[src/rtl/wdog_pkg.sv]
package wdog_pkg;

  // Word indices inside the register window (byte address >> 2).
  localparam logic [2:0] IDX_IRQ   = 3'd0;
  localparam logic [2:0] IDX_CTRL  = 3'd1;
  localparam logic [2:0] IDX_CNT   = 3'd2;
  localparam logic [2:0] IDX_MCTRL = 3'd3;
  localparam logic [2:0] IDX_MATCH = 3'd4;
  localparam logic [2:0] IDX_EMR   = 3'd5;
  localparam logic [2:0] IDX_PLS   = 3'd6;
  localparam logic [2:0] IDX_STAT  = 3'd7;

  // Control bits.
  localparam int CB_RUN = 0;
  localparam int CB_CLR = 1;
  localparam int CB_DBG = 2;

  // Match-control bits.
  localparam int MB_IRQ  = 0;
  localparam int MB_STOP = 2;
  localparam int MB_RST1 = 3;
  localparam int MB_RST2 = 4;
  localparam int MB_FRC1 = 5;
  localparam int MB_FRC2 = 6;

  // Action on the match pin when a match event occurs.
  typedef enum logic [1:0] {
    EM_HOLD = 2'd0,
    EM_LOW  = 2'd1,
    EM_HIGH = 2'd2,
    EM_FLIP = 2'd3
  } emr_act_e;

endpackage

[src/rtl/wdog_rsync.sv]
// Reset synchronizer: asserts asynchronously, releases on the second clock edge.
module wdog_rsync (
  input  logic clk,
  input  logic arst_n,
  output logic srst_n
);
  logic [1:0] sh_q;

  always_ff @(posedge clk or negedge arst_n) begin
    if (!arst_n) sh_q <= 2'b00;
    else         sh_q <= {sh_q[0], 1'b1};
  end

  assign srst_n = sh_q[1];
endmodule

[src/rtl/wdog_counter.sv]
// Up-counter with clear, debug pause, and equality match with single-fire edge detect.
module wdog_counter #(
  parameter int CNT_W = 32
) (
  input  logic             clk,
  input  logic             rst_n,
  input  logic             run_i,
  input  logic             clr_i,
  input  logic             dbg_en_i,
  input  logic             dbg_halt_i,
  input  logic             stop_on_hit_i,
  input  logic [CNT_W-1:0] match_i,
  output logic [CNT_W-1:0] cnt_o,
  output logic             evt_o
);
  localparam logic [CNT_W-1:0] ONE = CNT_W'(1);

  logic [CNT_W-1:0] cnt_q, cnt_d;
  logic             cnt_en;
  logic             hit, hit_q;

  assign hit   = run_i & (cnt_q == match_i);
  assign evt_o = hit & ~hit_q;

  always_comb begin
    cnt_en = 1'b0;
    cnt_d  = cnt_q;
    if (clr_i || (evt_o && stop_on_hit_i)) begin
      cnt_en = 1'b1;
      cnt_d  = '0;
    end else if (run_i && !(dbg_en_i && dbg_halt_i)) begin
      cnt_en = 1'b1;
      cnt_d  = cnt_q + ONE;
    end
  end

  always_ff @(posedge clk or negedge rst_n) begin
    if (!rst_n) begin
      cnt_q <= '0;
      hit_q <= 1'b0;
    end else begin
      if (cnt_en) cnt_q <= cnt_d;
      hit_q <= hit;
    end
  end

  assign cnt_o = cnt_q;
endmodule

[src/rtl/wdog_pulse.sv]
// One reset pulse channel: high for len+1 clocks after fire, retriggerable.
module wdog_pulse #(
  parameter int PLS_W = 16
) (
  input  logic             clk,
  input  logic             rst_n,
  input  logic             fire_i,
  input  logic [PLS_W-1:0] len_i,
  output logic             active_o
);
  localparam logic [PLS_W-1:0] ONE = PLS_W'(1);

  logic             act_q, act_d;
  logic [PLS_W-1:0] rem_q, rem_d;

  always_comb begin
    act_d = act_q;
    rem_d = rem_q;
    if (fire_i) begin
      act_d = 1'b1;
      rem_d = len_i;
    end else if (act_q) begin
      if (rem_q == '0) act_d = 1'b0;
      else             rem_d = rem_q - ONE;
    end
  end

  always_ff @(posedge clk or negedge rst_n) begin
    if (!rst_n) begin
      act_q <= 1'b0;
      rem_q <= '0;
    end else begin
      act_q <= act_d;
      rem_q <= rem_d;
    end
  end

  assign active_o = act_q;
endmodule

[src/rtl/wdog_extmatch.sv]
// Match pin level: software write, overridden by the selected action on a match event.
module wdog_extmatch
  import wdog_pkg::*;
(
  input  logic     clk,
  input  logic     rst_n,
  input  logic     wr_i,
  input  logic     wr_lvl_i,
  input  logic     evt_i,
  input  emr_act_e act_i,
  output logic     lvl_o
);
  logic lvl_q, lvl_d;

  always_comb begin
    lvl_d = lvl_q;
    if (evt_i) begin
      case (act_i)
        EM_LOW:  lvl_d = 1'b0;
        EM_HIGH: lvl_d = 1'b1;
        EM_FLIP: lvl_d = ~lvl_q;
        default: lvl_d = lvl_q;
      endcase
    end else if (wr_i) begin
      lvl_d = wr_lvl_i;
    end
  end

  always_ff @(posedge clk or negedge rst_n) begin
    if (!rst_n) lvl_q <= 1'b0;
    else        lvl_q <= lvl_d;
  end

  assign lvl_o = lvl_q;
endmodule

[src/rtl/match_wdog.sv]
module match_wdog
  import wdog_pkg::*;
#(
  parameter int CNT_W = 32,
  parameter int PLS_W = 16,
  parameter int DW    = 32,
  parameter int AW    = 5
) (
  input  logic          clk,
  input  logic          rst_n,
  input  logic          por_n,
  input  logic          dbg_halt_i,
  input  logic          bus_we_i,
  input  logic [AW-1:0] bus_addr_i,
  input  logic [DW-1:0] bus_wdata_i,
  output logic [DW-1:0] bus_rdata_o,
  output logic          irq_o,
  output logic          match_o,
  output logic          sys_rst_o,
  output logic          ext_rst_o
);
  localparam int IW     = 3;
  localparam int NWORD  = 1 << IW;
  localparam int NCHAN  = 2;
  localparam int CTRL_W = 3;
  localparam int MCTL_W = 7;

  // Resets: block state follows both inputs, the status flag only power-on.
  logic blk_rst_n, por_rst_n;
  wdog_rsync u_rs_blk (.clk(clk), .arst_n(rst_n & por_n), .srst_n(blk_rst_n));
  wdog_rsync u_rs_por (.clk(clk), .arst_n(por_n),         .srst_n(por_rst_n));

  // Address decode.
  logic [IW-1:0]    widx;
  logic             in_map;
  logic [NWORD-1:0] wsel;
  logic             unused_addr_lsb;

  assign widx            = bus_addr_i[IW+1:2];
  assign unused_addr_lsb = ^bus_addr_i[1:0];

  generate
    if (AW > IW + 2) begin : g_hi_dec
      assign in_map = (bus_addr_i[AW-1:IW+2] == '0);
    end else begin : g_no_hi
      assign in_map = 1'b1;
    end
  endgenerate

  always_comb begin
    wsel = '0;
    if (bus_we_i && in_map) wsel[widx] = 1'b1;
  end

  // Registers.
  logic [CTRL_W-1:0] ctrl_q, ctrl_d;
  logic [MCTL_W-1:0] mctrl_q, mctrl_d;
  logic [CNT_W-1:0]  match_q, match_d;
  emr_act_e          emact_q, emact_d;
  logic [PLS_W-1:0]  plen_q, plen_d;
  logic              irqf_q, irqf_d;
  logic              wdflag_q, wdflag_d;

  logic [CNT_W-1:0]  cnt;
  logic              evt;
  logic              lvl;
  logic [NCHAN-1:0]  fire, pact;

  always_comb begin
    ctrl_d   = ctrl_q;
    mctrl_d  = mctrl_q;
    match_d  = match_q;
    emact_d  = emact_q;
    plen_d   = plen_q;
    irqf_d   = irqf_q;
    wdflag_d = wdflag_q | sys_rst_o;

    if (wsel[IDX_CTRL])  ctrl_d  = bus_wdata_i[CTRL_W-1:0];
    if (wsel[IDX_MCTRL]) mctrl_d = bus_wdata_i[MCTL_W-1:0];
    if (wsel[IDX_MATCH]) match_d = bus_wdata_i[CNT_W-1:0];
    if (wsel[IDX_EMR])   emact_d = emr_act_e'(bus_wdata_i[5:4]);
    if (wsel[IDX_PLS])   plen_d  = bus_wdata_i[PLS_W-1:0];

    // Event wins over a same-cycle write.
    if (evt && mctrl_q[MB_STOP]) ctrl_d[CB_RUN] = 1'b0;
    if (wsel[IDX_IRQ] && bus_wdata_i[0]) irqf_d = 1'b0;
    if (evt && mctrl_q[MB_IRQ])          irqf_d = 1'b1;
  end

  always_ff @(posedge clk or negedge blk_rst_n) begin
    if (!blk_rst_n) begin
      ctrl_q  <= '0;
      mctrl_q <= '0;
      match_q <= '0;
      emact_q <= EM_HOLD;
      plen_q  <= '0;
      irqf_q  <= 1'b0;
    end else begin
      ctrl_q  <= ctrl_d;
      mctrl_q <= mctrl_d;
      match_q <= match_d;
      emact_q <= emact_d;
      plen_q  <= plen_d;
      irqf_q  <= irqf_d;
    end
  end

  always_ff @(posedge clk or negedge por_rst_n) begin
    if (!por_rst_n) wdflag_q <= 1'b0;
    else            wdflag_q <= wdflag_d;
  end

  // Counter and compare.
  wdog_counter #(.CNT_W(CNT_W)) u_cnt (
    .clk           (clk),
    .rst_n         (blk_rst_n),
    .run_i         (ctrl_q[CB_RUN]),
    .clr_i         (ctrl_q[CB_CLR]),
    .dbg_en_i      (ctrl_q[CB_DBG]),
    .dbg_halt_i    (dbg_halt_i),
    .stop_on_hit_i (mctrl_q[MB_STOP]),
    .match_i       (match_q),
    .cnt_o         (cnt),
    .evt_o         (evt)
  );

  // Match pin.
  wdog_extmatch u_em (
    .clk      (clk),
    .rst_n    (blk_rst_n),
    .wr_i     (wsel[IDX_EMR]),
    .wr_lvl_i (bus_wdata_i[0]),
    .evt_i    (evt),
    .act_i    (emact_q),
    .lvl_o    (lvl)
  );

  // Reset pulse channels: 0 = internal only, 1 = internal and external.
  assign fire[0] = evt & mctrl_q[MB_RST1];
  assign fire[1] = evt & mctrl_q[MB_RST2];

  generate
    for (genvar g = 0; g < NCHAN; g++) begin : g_pulse
      wdog_pulse #(.PLS_W(PLS_W)) u_pulse (
        .clk      (clk),
        .rst_n    (blk_rst_n),
        .fire_i   (fire[g]),
        .len_i    (plen_q),
        .active_o (pact[g])
      );
    end
  endgenerate

  assign sys_rst_o = pact[0] | pact[1] | mctrl_q[MB_FRC1] | mctrl_q[MB_FRC2];
  assign ext_rst_o = pact[1] | mctrl_q[MB_FRC2];
  assign irq_o     = irqf_q;
  assign match_o   = lvl;

  // Read mux.
  always_comb begin
    bus_rdata_o = '0;
    if (in_map) begin
      case (widx)
        IDX_IRQ:   bus_rdata_o[0]          = irqf_q;
        IDX_CTRL:  bus_rdata_o[CTRL_W-1:0] = ctrl_q;
        IDX_CNT:   bus_rdata_o[CNT_W-1:0]  = cnt;
        IDX_MCTRL: bus_rdata_o[MCTL_W-1:0] = mctrl_q;
        IDX_MATCH: bus_rdata_o[CNT_W-1:0]  = match_q;
        IDX_EMR: begin
          bus_rdata_o[5:4] = emact_q;
          bus_rdata_o[0]   = lvl;
        end
        IDX_PLS:   bus_rdata_o[PLS_W-1:0]  = plen_q;
        default:   bus_rdata_o[0]          = wdflag_q;
      endcase
    end
  end
endmodule

[config.mk]
export PLATFORM = sky130hd
export DESIGN_NAME = match_wdog
export DESIGN_NICKNAME = d
export VERILOG_FILES = /design/src/rtl/wdog_pkg.sv /design/src/rtl/wdog_rsync.sv /design/src/rtl/wdog_counter.sv /design/src/rtl/wdog_pulse.sv /design/src/rtl/wdog_extmatch.sv /design/src/rtl/match_wdog.sv
export SDC_FILE = /design/constraint.sdc
export NUM_CORES = 1
export LEC_CHECK = 0
export BUFFER_PORTS_ARGS = -buffer_cell sky130_fd_sc_hd__buf_2
export CAP_MARGIN = 25
export CORE_MARGIN = 1.5
export CORE_UTILIZATION = 66
export CTS_BUF_LIST = sky130_fd_sc_hd__clkbuf_4 sky130_fd_sc_hd__clkbuf_8
export DETAILED_ROUTE_END_ITERATION = 16
export HOLD_SLACK_MARGIN = 0.15
export PLACE_DENSITY = 0.88
export SLEW_MARGIN = 20
export SYNTH_ARGS = -nofsm -noshare
export SYNTH_HDL_FRONTEND = slang
export SYNTH_SLANG_ARGS = --single-unit
[constraint.sdc]
create_clock -name clk -period 10.7 [get_ports clk]
set_input_delay 0 -clock clk [delete_from_list [all_inputs] [get_ports clk]]
set_output_delay 0 -clock clk [all_outputs]
set_load 0.03 [all_outputs]
==> impl_table.tex, run 1 <==
\begin{tabular}{lr}
\hline
Metric & Value \\
\hline
\multicolumn{2}{l}{\textbf{Pwr}} \\
Peak VDD IR & 0.106 mV \\
Total Power & approximately 1.3 mW \\
Power Dens Cells & 153 mW/mm² \\
Leak Pwr & 3.89 nW \\
\multicolumn{2}{l}{\textbf{Cells and area}} \\
Final layout net count & 812 \\
Diode count & 0 \\
Post-route core utilization & 0.806 \\
Design Area, Final & 0.00840 mm² \\
Share of final-layout standard cells stronger than drive strength 1 & 0.292 \\
Area overhead of the layout relative to synthesis & 17.7\% \\
Non-filler cells in the finished layout & around 910 \\
\multicolumn{2}{l}{\textbf{STA}} \\
Unrepaired setup endpoints after global routing & false \\
Final hold slack & $\sim$310 ps \\
Max-slew violation total from the final report & 0 \\
Final Critical Period & 2830 ps \\
Period utilization & 0.264 \\
Final worst setup slack & approximately 8000 ps \\
Peak clock frequency supported by timing & 354 MHz \\
Slew margin rel. & 0.263 \\
Number of endpoints with negative hold slack in the final report & 0 \\
Skew final & 12.2 ps \\
Final count of negative-setup-slack endpoints & 0 \\
Setup TNS & 0 ps \\
Worst Tran Pin Value & 1100 ps \\
\multicolumn{2}{l}{\textbf{Place}} \\
Placed Instances & 840 \\
Pre-CTS setup slack & 8010 ps \\
Number of buffers inserted by port buffering & 75 \\
Half-perimeter wire length after placement & 11,600 µm \\
RePlAce Congestion & 0.921 \\
Placement-stage cell area & 0.00758 mm² \\
\multicolumn{2}{l}{\textbf{Synthesis}} \\
Yosys warnings & 0 \\
Most instantiated flip-flop cell in the synthesis netlist & sky130\_fd\_sc\_hd\_\_dfrtp\_1 \\
Fraction of registers with async set or reset after synthesis & 1.00 \\
Number of flops mapped to enable cells by yosys & 0 \\
Cell count after synthesis & 656 \\
Mapped cell area & 0.00714 mm² \\
Cell types with the largest area share after synthesis & sky130\_fd\_sc\_hd\_\_dfrtp\_1, sky130\_fd\_sc\_hd\_\_mux2\_2, sky130\_fd\_sc\_hd\_\_xnor2\_1 \\
Fraction of the yosys area taken by sequential cells & 0.470 \\
Dominant cell by count in the synthesized netlist & sky130\_fd\_sc\_hd\_\_dfrtp\_1 \\
Commonest cells in the synthesized netlist & sky130\_fd\_sc\_hd\_\_dfrtp\_1, sky130\_fd\_sc\_hd\_\_mux2\_2, sky130\_fd\_sc\_hd\_\_nor2\_1 \\
Leading area contributor after synthesis & sky130\_fd\_sc\_hd\_\_dfrtp\_1 \\
Area share of the leading cell type in the synthesized netlist & 0.470 \\
Number of unique standard cell types used by synthesis & 50 \\
Synth Register Bits & 134 \\
Syn\_area\_per\_cell & 10.9 µm² \\
\multicolumn{2}{l}{\textbf{Route}} \\
Mean number of vias per cell & 6.24 \\
Via count & 5,704 \\
Post-DRT Antenna Nets & 0 \\
TritonRoute pass-1 iters & 5 \\
Routed wire per std cell & 20.5 µm \\
DRT iter0 DRCs & 497 \\
DRC & 0 \\
Wire length reported by the detailed router & 18,800 µm \\
\multicolumn{2}{l}{\textbf{Clock tree}} \\
CTS max path bufs & 2 \\
Maximum level of the CTS H-tree & 4 \\
\# hold bufs at CTS & 40 \\
Number of buffers inserted during clock tree synthesis & 17 \\
Post-CTS setup buffers & 0 \\
Quantity of gates resized following cts & 0 \\
TritonCTS sink count & approximately 130 \\
Clock slew seen by the registers of the worst setup and hold paths & around 80 ps \\
Clock insertion delay at the later pin of the skew report & 450 ps \\
CTS tree & yes \\
Root Buffer Master & sky130\_fd\_sc\_hd\_\_clkbuf\_8 \\
\multicolumn{2}{l}{\textbf{Worst setup path}} \\
Worst Setup Start Kind & flip-flop \\
Reg-to-reg slack, setup & 7870 ps \\
Crit Path Max Fanout & 32 \\
Endpoint arrival time on the critical path & 3120 ps \\
Ordered cell list for the critical path & xor2\_1 -> nor4\_1 -> nand2\_1 -> nor3\_4 -> a31o\_2 -> nor2\_1 \\
Slowest stage delay, CP & 680 ps \\
R2R Path End & u\_cnt.cnt\_o[21] \\
Top Family by Delay on Critical Path & simple AND/OR/NAND/NOR gates \\
Data required time of the critical path & 11,000 ps \\
Crit Path Category & flip-flop to flip-flop \\
Critical Path End Type & flip-flop \\
CP Buf/Inv Count & 0 \\
Max stage delay cell, worst path & sky130\_fd\_sc\_hd\_\_a31o\_2 \\
Register-to-Register Path Depth & 6 \\
Worst reg2reg startpoint & u\_cnt.cnt\_o[8] \\
\multicolumn{2}{l}{\textbf{Global route}} \\
Residual overflow from global routing & 0 \\
Number of global-route vias before repair & 5,892 \\
Initial antenna violation count & 1 \\
Pin count of the biggest net entering global routing & 84 \\
Total routing resource utilization after global routing & 0.346 \\
Wire length of the first global-routing pass & 29,900 µm \\
\multicolumn{2}{l}{\textbf{Worst hold path}} \\
Launch instance of the worst min-delay path & bus\_wdata\_i[23] \\
Hold/Removal Path Class & input port to flip-flop \\
Hold worst-path end & match\_q[23] \\
Number of cells on the worst hold path & 3 \\
\multicolumn{2}{l}{\textbf{Floorplan}} \\
Number of top-level design ports & 78 \\
Total die area & roughly 0.011 mm² \\
Die width & 107 µm \\
Core box area & 0.0104 mm² \\
Die Ht & 107 µm \\
Row cnt & 37 \\
Initial core utilization & 0.685 \\
\multicolumn{2}{l}{\textbf{Run}} \\
Number of maximum-capacitance violations & 0 \\
\multicolumn{2}{l}{\textbf{Run status}} \\
Result of the run & completed \\
\hline
\end{tabular}
[per-layer routing]
metal  vias to the layer above  share of wire  global-route usage
li1                       2530              -                   -
met1                      2817           0.39               0.426
met2                       293           0.50               0.573
met3                        64          0.077              0.0875
met4                         0          0.038               0.165
met5                         -              0                   0
[area by class of cell]
type | instances | area, µm²
clock buffers | 20 | 269
clock inverters | 12 | 129
inverters | 11 | 41.3
flip-flops and latches | 134 | 3360
repair buffers | 119 | 813
multi-input cells | 482 | 3620
well taps | 136 | 170
fillers | 590 | 2020
[cell usage in the layout (no fill, tap or decap), types with 5 or more instances in the layout]
| master | n |
|---|---|
| sky130_fd_sc_hd__a21oi_1 | 5 |
| sky130_fd_sc_hd__a22o_1 | 20 |
| sky130_fd_sc_hd__a22oi_1 | 10 |
| sky130_fd_sc_hd__and3_1 | 5 |
| sky130_fd_sc_hd__buf_2 | 75 |
| sky130_fd_sc_hd__clkbuf_8 | 19 |
| sky130_fd_sc_hd__dfrtp_1 | 133 |
| sky130_fd_sc_hd__dlygate4sd3_1 | 40 |
| sky130_fd_sc_hd__ha_1 | 5 |
| sky130_fd_sc_hd__inv_1 | 11 |
| sky130_fd_sc_hd__mux2_2 | 100 |
| sky130_fd_sc_hd__mux2i_1 | 7 |
| sky130_fd_sc_hd__nand2_1 | 45 |
| sky130_fd_sc_hd__nand3_1 | 22 |
| sky130_fd_sc_hd__nand4_1 | 10 |
| sky130_fd_sc_hd__nor2_1 | 67 |
| sky130_fd_sc_hd__nor2b_1 | 5 |
| sky130_fd_sc_hd__nor3_1 | 15 |
| sky130_fd_sc_hd__nor4_1 | 8 |
| sky130_fd_sc_hd__o21ai_0 | 14 |
| sky130_fd_sc_hd__xnor2_1 | 49 |
| sky130_fd_sc_hd__xor2_1 | 38 |
[logic make-up after synthesis]
group,Yosys count,synth area share
flip-flops,134,0.470
buffers and inverters,41,0.0244
adder cells (fa/ha/maj),5,0.00877
AND/OR/NAND/NOR,216,0.155
other,1,0.000525
XOR/XNOR,87,0.107
multiplexers,108,0.170
AO/OA/AOI/OAI,64,0.0650
[sequential cells by signal (all words and copies together), names as in the netlist]
register                  flops
u_rs_por.sh_q                 2
u_rs_blk.sh_q                 2
g_pulse.u_pulse.active_o      2
u_em.lvl_o                    1
match_q                      32
ctrl_q                        3
g_pulse.u_pulse.rem_q        32
wdflag_q                      1
mctrl_q                       7
plen_q                       16
u_cnt.hit_q                   1
u_cnt.cnt_o                  32
irq_o                         1
emact_q                       2
[how the worst max path moves through the flow]
stage	cells after the start	from	to
2_1_floorplan	0	u_rs_blk.sh_q[1]	ctrl_q[0]
3_3_place_gp	6	u_cnt.cnt_o[8]	u_cnt.cnt_o[23]
3_5_place_dp	6	u_cnt.cnt_o[8]	u_cnt.cnt_o[24]
4_1_cts	6	u_cnt.cnt_o[8]	u_cnt.cnt_o[24]
5_1_grt	6	u_cnt.cnt_o[18]	u_cnt.cnt_o[21]
6_report	6	u_cnt.cnt_o[8]	u_cnt.cnt_o[21]
[power by group]
group	total (mW)	leakage, nW	internal (mW)	switching (mW)
Clock	0.424	0.198	0.221	0.203
Combinational	0.224	1.96	0.106	0.117
Sequential	0.636	1.74	0.561	0.0746
[worst reg2reg max path: stages (launching register included)]
cell and delay (ps):
sky130_fd_sc_hd__dfrtp_1 470, sky130_fd_sc_hd__xor2_1 190, sky130_fd_sc_hd__nor4_1 630, sky130_fd_sc_hd__nand2_1 210, sky130_fd_sc_hd__nor3_4 360, sky130_fd_sc_hd__a31o_2 680
sky130_fd_sc_hd__nor2_1 150
No activity file was read; power rests on OpenSTA's default activity.
==> run 2, diff against run 1 <==
--- a/config.mk
+++ b/config.mk
@@ -8,11 +8,11 @@
 export BUFFER_PORTS_ARGS = -buffer_cell sky130_fd_sc_hd__buf_2
 export CAP_MARGIN = 25
 export CORE_MARGIN = 1.5
-export CORE_UTILIZATION = 66
+export CORE_UTILIZATION = 55
 export CTS_BUF_LIST = sky130_fd_sc_hd__clkbuf_4 sky130_fd_sc_hd__clkbuf_8
 export DETAILED_ROUTE_END_ITERATION = 16
 export HOLD_SLACK_MARGIN = 0.15
-export PLACE_DENSITY = 0.88
+export PLACE_DENSITY = 0.78
 export SLEW_MARGIN = 20
 export SYNTH_ARGS = -nofsm -noshare
 export SYNTH_HDL_FRONTEND = slang
==> constraint.sdc (replaced) <==
create_clock -name clk -period 2.6 [get_ports clk]
set_input_delay 0 -clock clk [delete_from_list [all_inputs] [get_ports clk]]
set_output_delay 0 -clock clk [all_outputs]
set_load 0.03 [all_outputs]
==> run 2 against run 1 <==
Critical path depth unchanged. Maximum frequency increased by 16%. Core utilization decreased by 13 points. Final cell count increased by 5.3%. Routed wire length decreased by 8.6%. Critical endpoint is now g_pulse[0].u_pulse.rem_q[5].
==> impl_table.tex, run 2 (same netlist as run 1, synthesis figures left out) <==
\begin{tabular}{lr}
\hline
Metric & Value \\
\hline
\multicolumn{2}{l}{\textbf{Route}} \\
Via count & 5,503 (-3.5\%) \\
Mean number of vias per cell & 5.72 (-8.3\%) \\
DRC & 0 (unchanged) \\
Wire length reported by the detailed router & 17,100 µm (-8.6\%) \\
Post-DRT Antenna Nets & 0 (unchanged) \\
Routed wire per std cell & 17.8 µm (-13\%) \\
DRT iter0 DRCs & 310 (-38\%) \\
TritonRoute pass-1 iters & 5 (unchanged) \\
\multicolumn{2}{l}{\textbf{Floorplan}} \\
Initial core utilization & 0.566 (-0.120) \\
Total die area & 0.0137 mm² (+19\%) \\
Core box area & 0.0126 mm² (+21\%) \\
Die Ht & 117 µm (+9.3\%) \\
Row cnt & 41 (+11\%) \\
Number of top-level design ports & 78 (unchanged) \\
Die width & 117 µm (+9.3\%) \\
\multicolumn{2}{l}{\textbf{Global route}} \\
Pin count of the biggest net entering global routing & 49 (-42\%) \\
Number of global-route vias before repair & 5,519 (-6.3\%) \\
Total routing resource utilization after global routing & 0.272 (-0.0745) \\
Residual overflow from global routing & 0 (unchanged) \\
Wire length of the first global-routing pass & 28,000 µm (-6.3\%) \\
Initial antenna violation count & 0 (-1) \\
\multicolumn{2}{l}{\textbf{Worst setup path}} \\
Crit Path Category & flip-flop to flip-flop \\
CP Launch Point & u\_cnt.cnt\_o[19] \\
CP Buf/Inv Count & 0 (unchanged) \\
Critical Path End Type & flip-flop \\
Number of gates on the worst path with buffers counted & 6 (unchanged) \\
Endpoint arrival time on the critical path & 2770 ps (-350 ps) \\
Data required time of the critical path & 2930 ps (-8070 ps) \\
Max stage delay cell, worst path & sky130\_fd\_sc\_hd\_\_or4\_4 \\
Top Family by Delay on Critical Path & simple AND/OR/NAND/NOR gates \\
Ordered cell list for the critical path & xnor2\_1 -> nand2\_1 -> or4\_4 -> nor3\_4 -> nand3\_4 -> mux2\_4 \\
Worst Setup Start Kind & flip-flop \\
Slowest stage delay, CP & 550 ps (-130 ps) \\
Worst reg2reg startpoint & u\_cnt.cnt\_o[19] \\
Crit Path Max Fanout & 17 (-47\%) \\
Register-to-Register Path Depth & 6 (unchanged) \\
\multicolumn{2}{l}{\textbf{Cells and area}} \\
Non-filler cells in the finished layout & 962 (+5.3\%) \\
Post-route core utilization & 0.679 (-0.127) \\
Final layout net count & 824 (+1.5\%) \\
Share of final-layout standard cells stronger than drive strength 1 & 0.304 (+0.0120) \\
Most common library cell in the layout ignoring fill and taps & sky130\_fd\_sc\_hd\_\_dfrtp\_1 \\
Commonest cells after routing, fill and taps aside & sky130\_fd\_sc\_hd\_\_dfrtp\_1, sky130\_fd\_sc\_hd\_\_mux2\_2, sky130\_fd\_sc\_hd\_\_buf\_2, sky130\_fd\_sc\_hd\_\_nor2\_1, sky130\_fd\_sc\_hd\_\_xnor2\_1 \\
Diode count & 0 (unchanged) \\
Design Area, Final & 0.00857 mm² (+2.1\%) \\
Fill cells & 938 (+59\%) \\
Area overhead of the layout relative to synthesis & 20.1\% \\
\multicolumn{2}{l}{\textbf{Worst hold path}} \\
Launch instance of the worst min-delay path & bus\_addr\_i[2] \\
Hold/Removal Path Class & input port to flip-flop \\
Number of cells on the worst hold path & 3 (unchanged) \\
\multicolumn{2}{l}{\textbf{Place}} \\
Placed Instances & 891 (+6.1\%) \\
RePlAce Congestion & 0.842 (-8.6\%) \\
Pre-CTS setup slack & 183 ps (-7820 ps) \\
Number of buffers inserted by port buffering & 75 (unchanged) \\
Placement-stage cell area & 0.00776 mm² (+2.4\%) \\
Half-perimeter wire length after placement & 12,300 µm (+5.4\%) \\
\multicolumn{2}{l}{\textbf{STA}} \\
Final hold slack & 303 ps (-9.39 ps) \\
Worst Tran Pin Value & 775 ps (-329 ps) \\
Final worst setup slack & 161 ps (-7710 ps) \\
Slew margin rel. & 0.484 (+0.221) \\
Max-slew violation total from the final report & 0 (unchanged) \\
Final Critical Period & 2440 ps (-388 ps) \\
Final count of negative-setup-slack endpoints & 0 (unchanged) \\
Peak clock frequency supported by timing & 410 MHz (+16\%) \\
Unrepaired setup endpoints after global routing & false \\
Period utilization & 0.938 (+0.674) \\
Skew final & 10.8 ps (-1.40 ps) \\
Number of endpoints with negative hold slack in the final report & 0 (unchanged) \\
Setup TNS & 0 ps (unchanged) \\
\multicolumn{2}{l}{\textbf{Pwr}} \\
Fraction of power consumed by sequential logic & 0.487 (-0.008) \\
Power Dens Cells & 624 mW/mm² (+310\%) \\
Net switching fraction of the power & 0.293 (-0.0143) \\
Peak VDD IR & 0.385 mV (+260\%) \\
Total Power & 5.34 mW (+320\%) \\
Combinational cell fraction of total power & 0.173 (about the same) \\
Internal power contribution & 3.78 mW (+320\%) \\
Net switching power figure & 1.57 mW (+300\%) \\
Relative contribution of the clock network to total power & 0.339 (+0.009) \\
Leak Pwr & 3.98 nW (+2.1\%) \\
\multicolumn{2}{l}{\textbf{Clock tree}} \\
Number of buffers inserted during clock tree synthesis & 17 (unchanged) \\
CTS max path bufs & 2 (unchanged) \\
Quantity of gates resized following cts & 0 (unchanged) \\
Clock insertion delay at the later pin of the skew report & 440 ps (about the same) \\
CTS tree & yes \\
Maximum level of the CTS H-tree & 4 (unchanged) \\
Root Buffer Master & sky130\_fd\_sc\_hd\_\_clkbuf\_8 \\
TritonCTS sink count & 134 (unchanged) \\
Clock slew seen by the registers of the worst setup and hold paths & 80 ps (about the same) \\
\multicolumn{2}{l}{\textbf{Run}} \\
Number of maximum-capacitance violations & 0 (unchanged) \\
\multicolumn{2}{l}{\textbf{Run status}} \\
Result of the run & completed \\
\hline
\end{tabular}
run 2: cell types whose count changed in the layout (fill, tap and decap cells not counted):
cell / delta
sky130_fd_sc_hd__buf_4: +13
sky130_fd_sc_hd__buf_12: +2
sky130_fd_sc_hd__clkinv_4: -1
sky130_fd_sc_hd__bufinv_16: +1
sky130_fd_sc_hd__buf_6: -2
sky130_fd_sc_hd__clkinvlp_4: -1
sky130_fd_sc_hd__dlygate4sd3_1: -1
sky130_fd_sc_hd__inv_6: +1
run 2: final timing paths:
path	to	slack, ps
hold / removal	emact_q[1]	300
max in group asynchronous	plen_q[1]	1530
hold reg to reg	u_rs_por.sh_q[1]	360
min in group asynchronous	g_pulse[1].u_pulse.rem_q[13]	370
setup / recovery	g_pulse[0].u_pulse.rem_q[5]	160
setup reg to reg	g_pulse[0].u_pulse.rem_q[5]	160
run 2: routing by layer:
layer	GRT usage	part of all wire	vias to the layer above	wire, µm
li1	-	-	2556	-
met4	0.130	0.030	0	514
met5	0	0	-	0
met1	0.344	0.42	2722	7250
met2	0.459	0.50	183	8600
met3	0.0438	0.044	42	761
run 2: repair_timing:
action	in CTS	in global routing
setup endpoints to repair	0	0
hold buffers	39	0
hold endpoints to repair	70	0
setup buffers	0	0
run 2: final cells by class:
cell class	count	area [µm²]	area share
Clock inverter	12	151	0.0177
Tap cell	172	215	0.0251
Sequential cell	134	3360	0.392
Inverter	11	41.3	0.00482
Multi-Input combinational cell	482	3620	0.422
Clock buffer	20	269	0.0314
Timing Repair Buffer	131	918	0.107
run 2: power by group through the flow:
| stage | Sequential [mW] | Combinational, mW | Clock (mW) |
|---|---|---|---|
| 3_3_place_gp | 2.63 | 0.848 | 0 |
| 5_1_grt | 2.64 | 0.995 | 1.95 |
| 4_1_cts | 2.60 | 0.923 | 1.84 |
| 2_1_floorplan | 2.54 | 0.621 | 0 |
| 3_5_place_dp | 2.64 | 0.872 | 0 |
| 6_report | 2.61 | 0.925 | 1.81 |
run 2: worst reg2reg max path: stages, from the launching register on:
cell                      delay, ps
sky130_fd_sc_hd__dfrtp_1        440
sky130_fd_sc_hd__xnor2_1        230
sky130_fd_sc_hd__nand2_1        110
sky130_fd_sc_hd__or4_4          550
sky130_fd_sc_hd__nor3_4         360
sky130_fd_sc_hd__nand3_4        270
sky130_fd_sc_hd__mux2_4         370
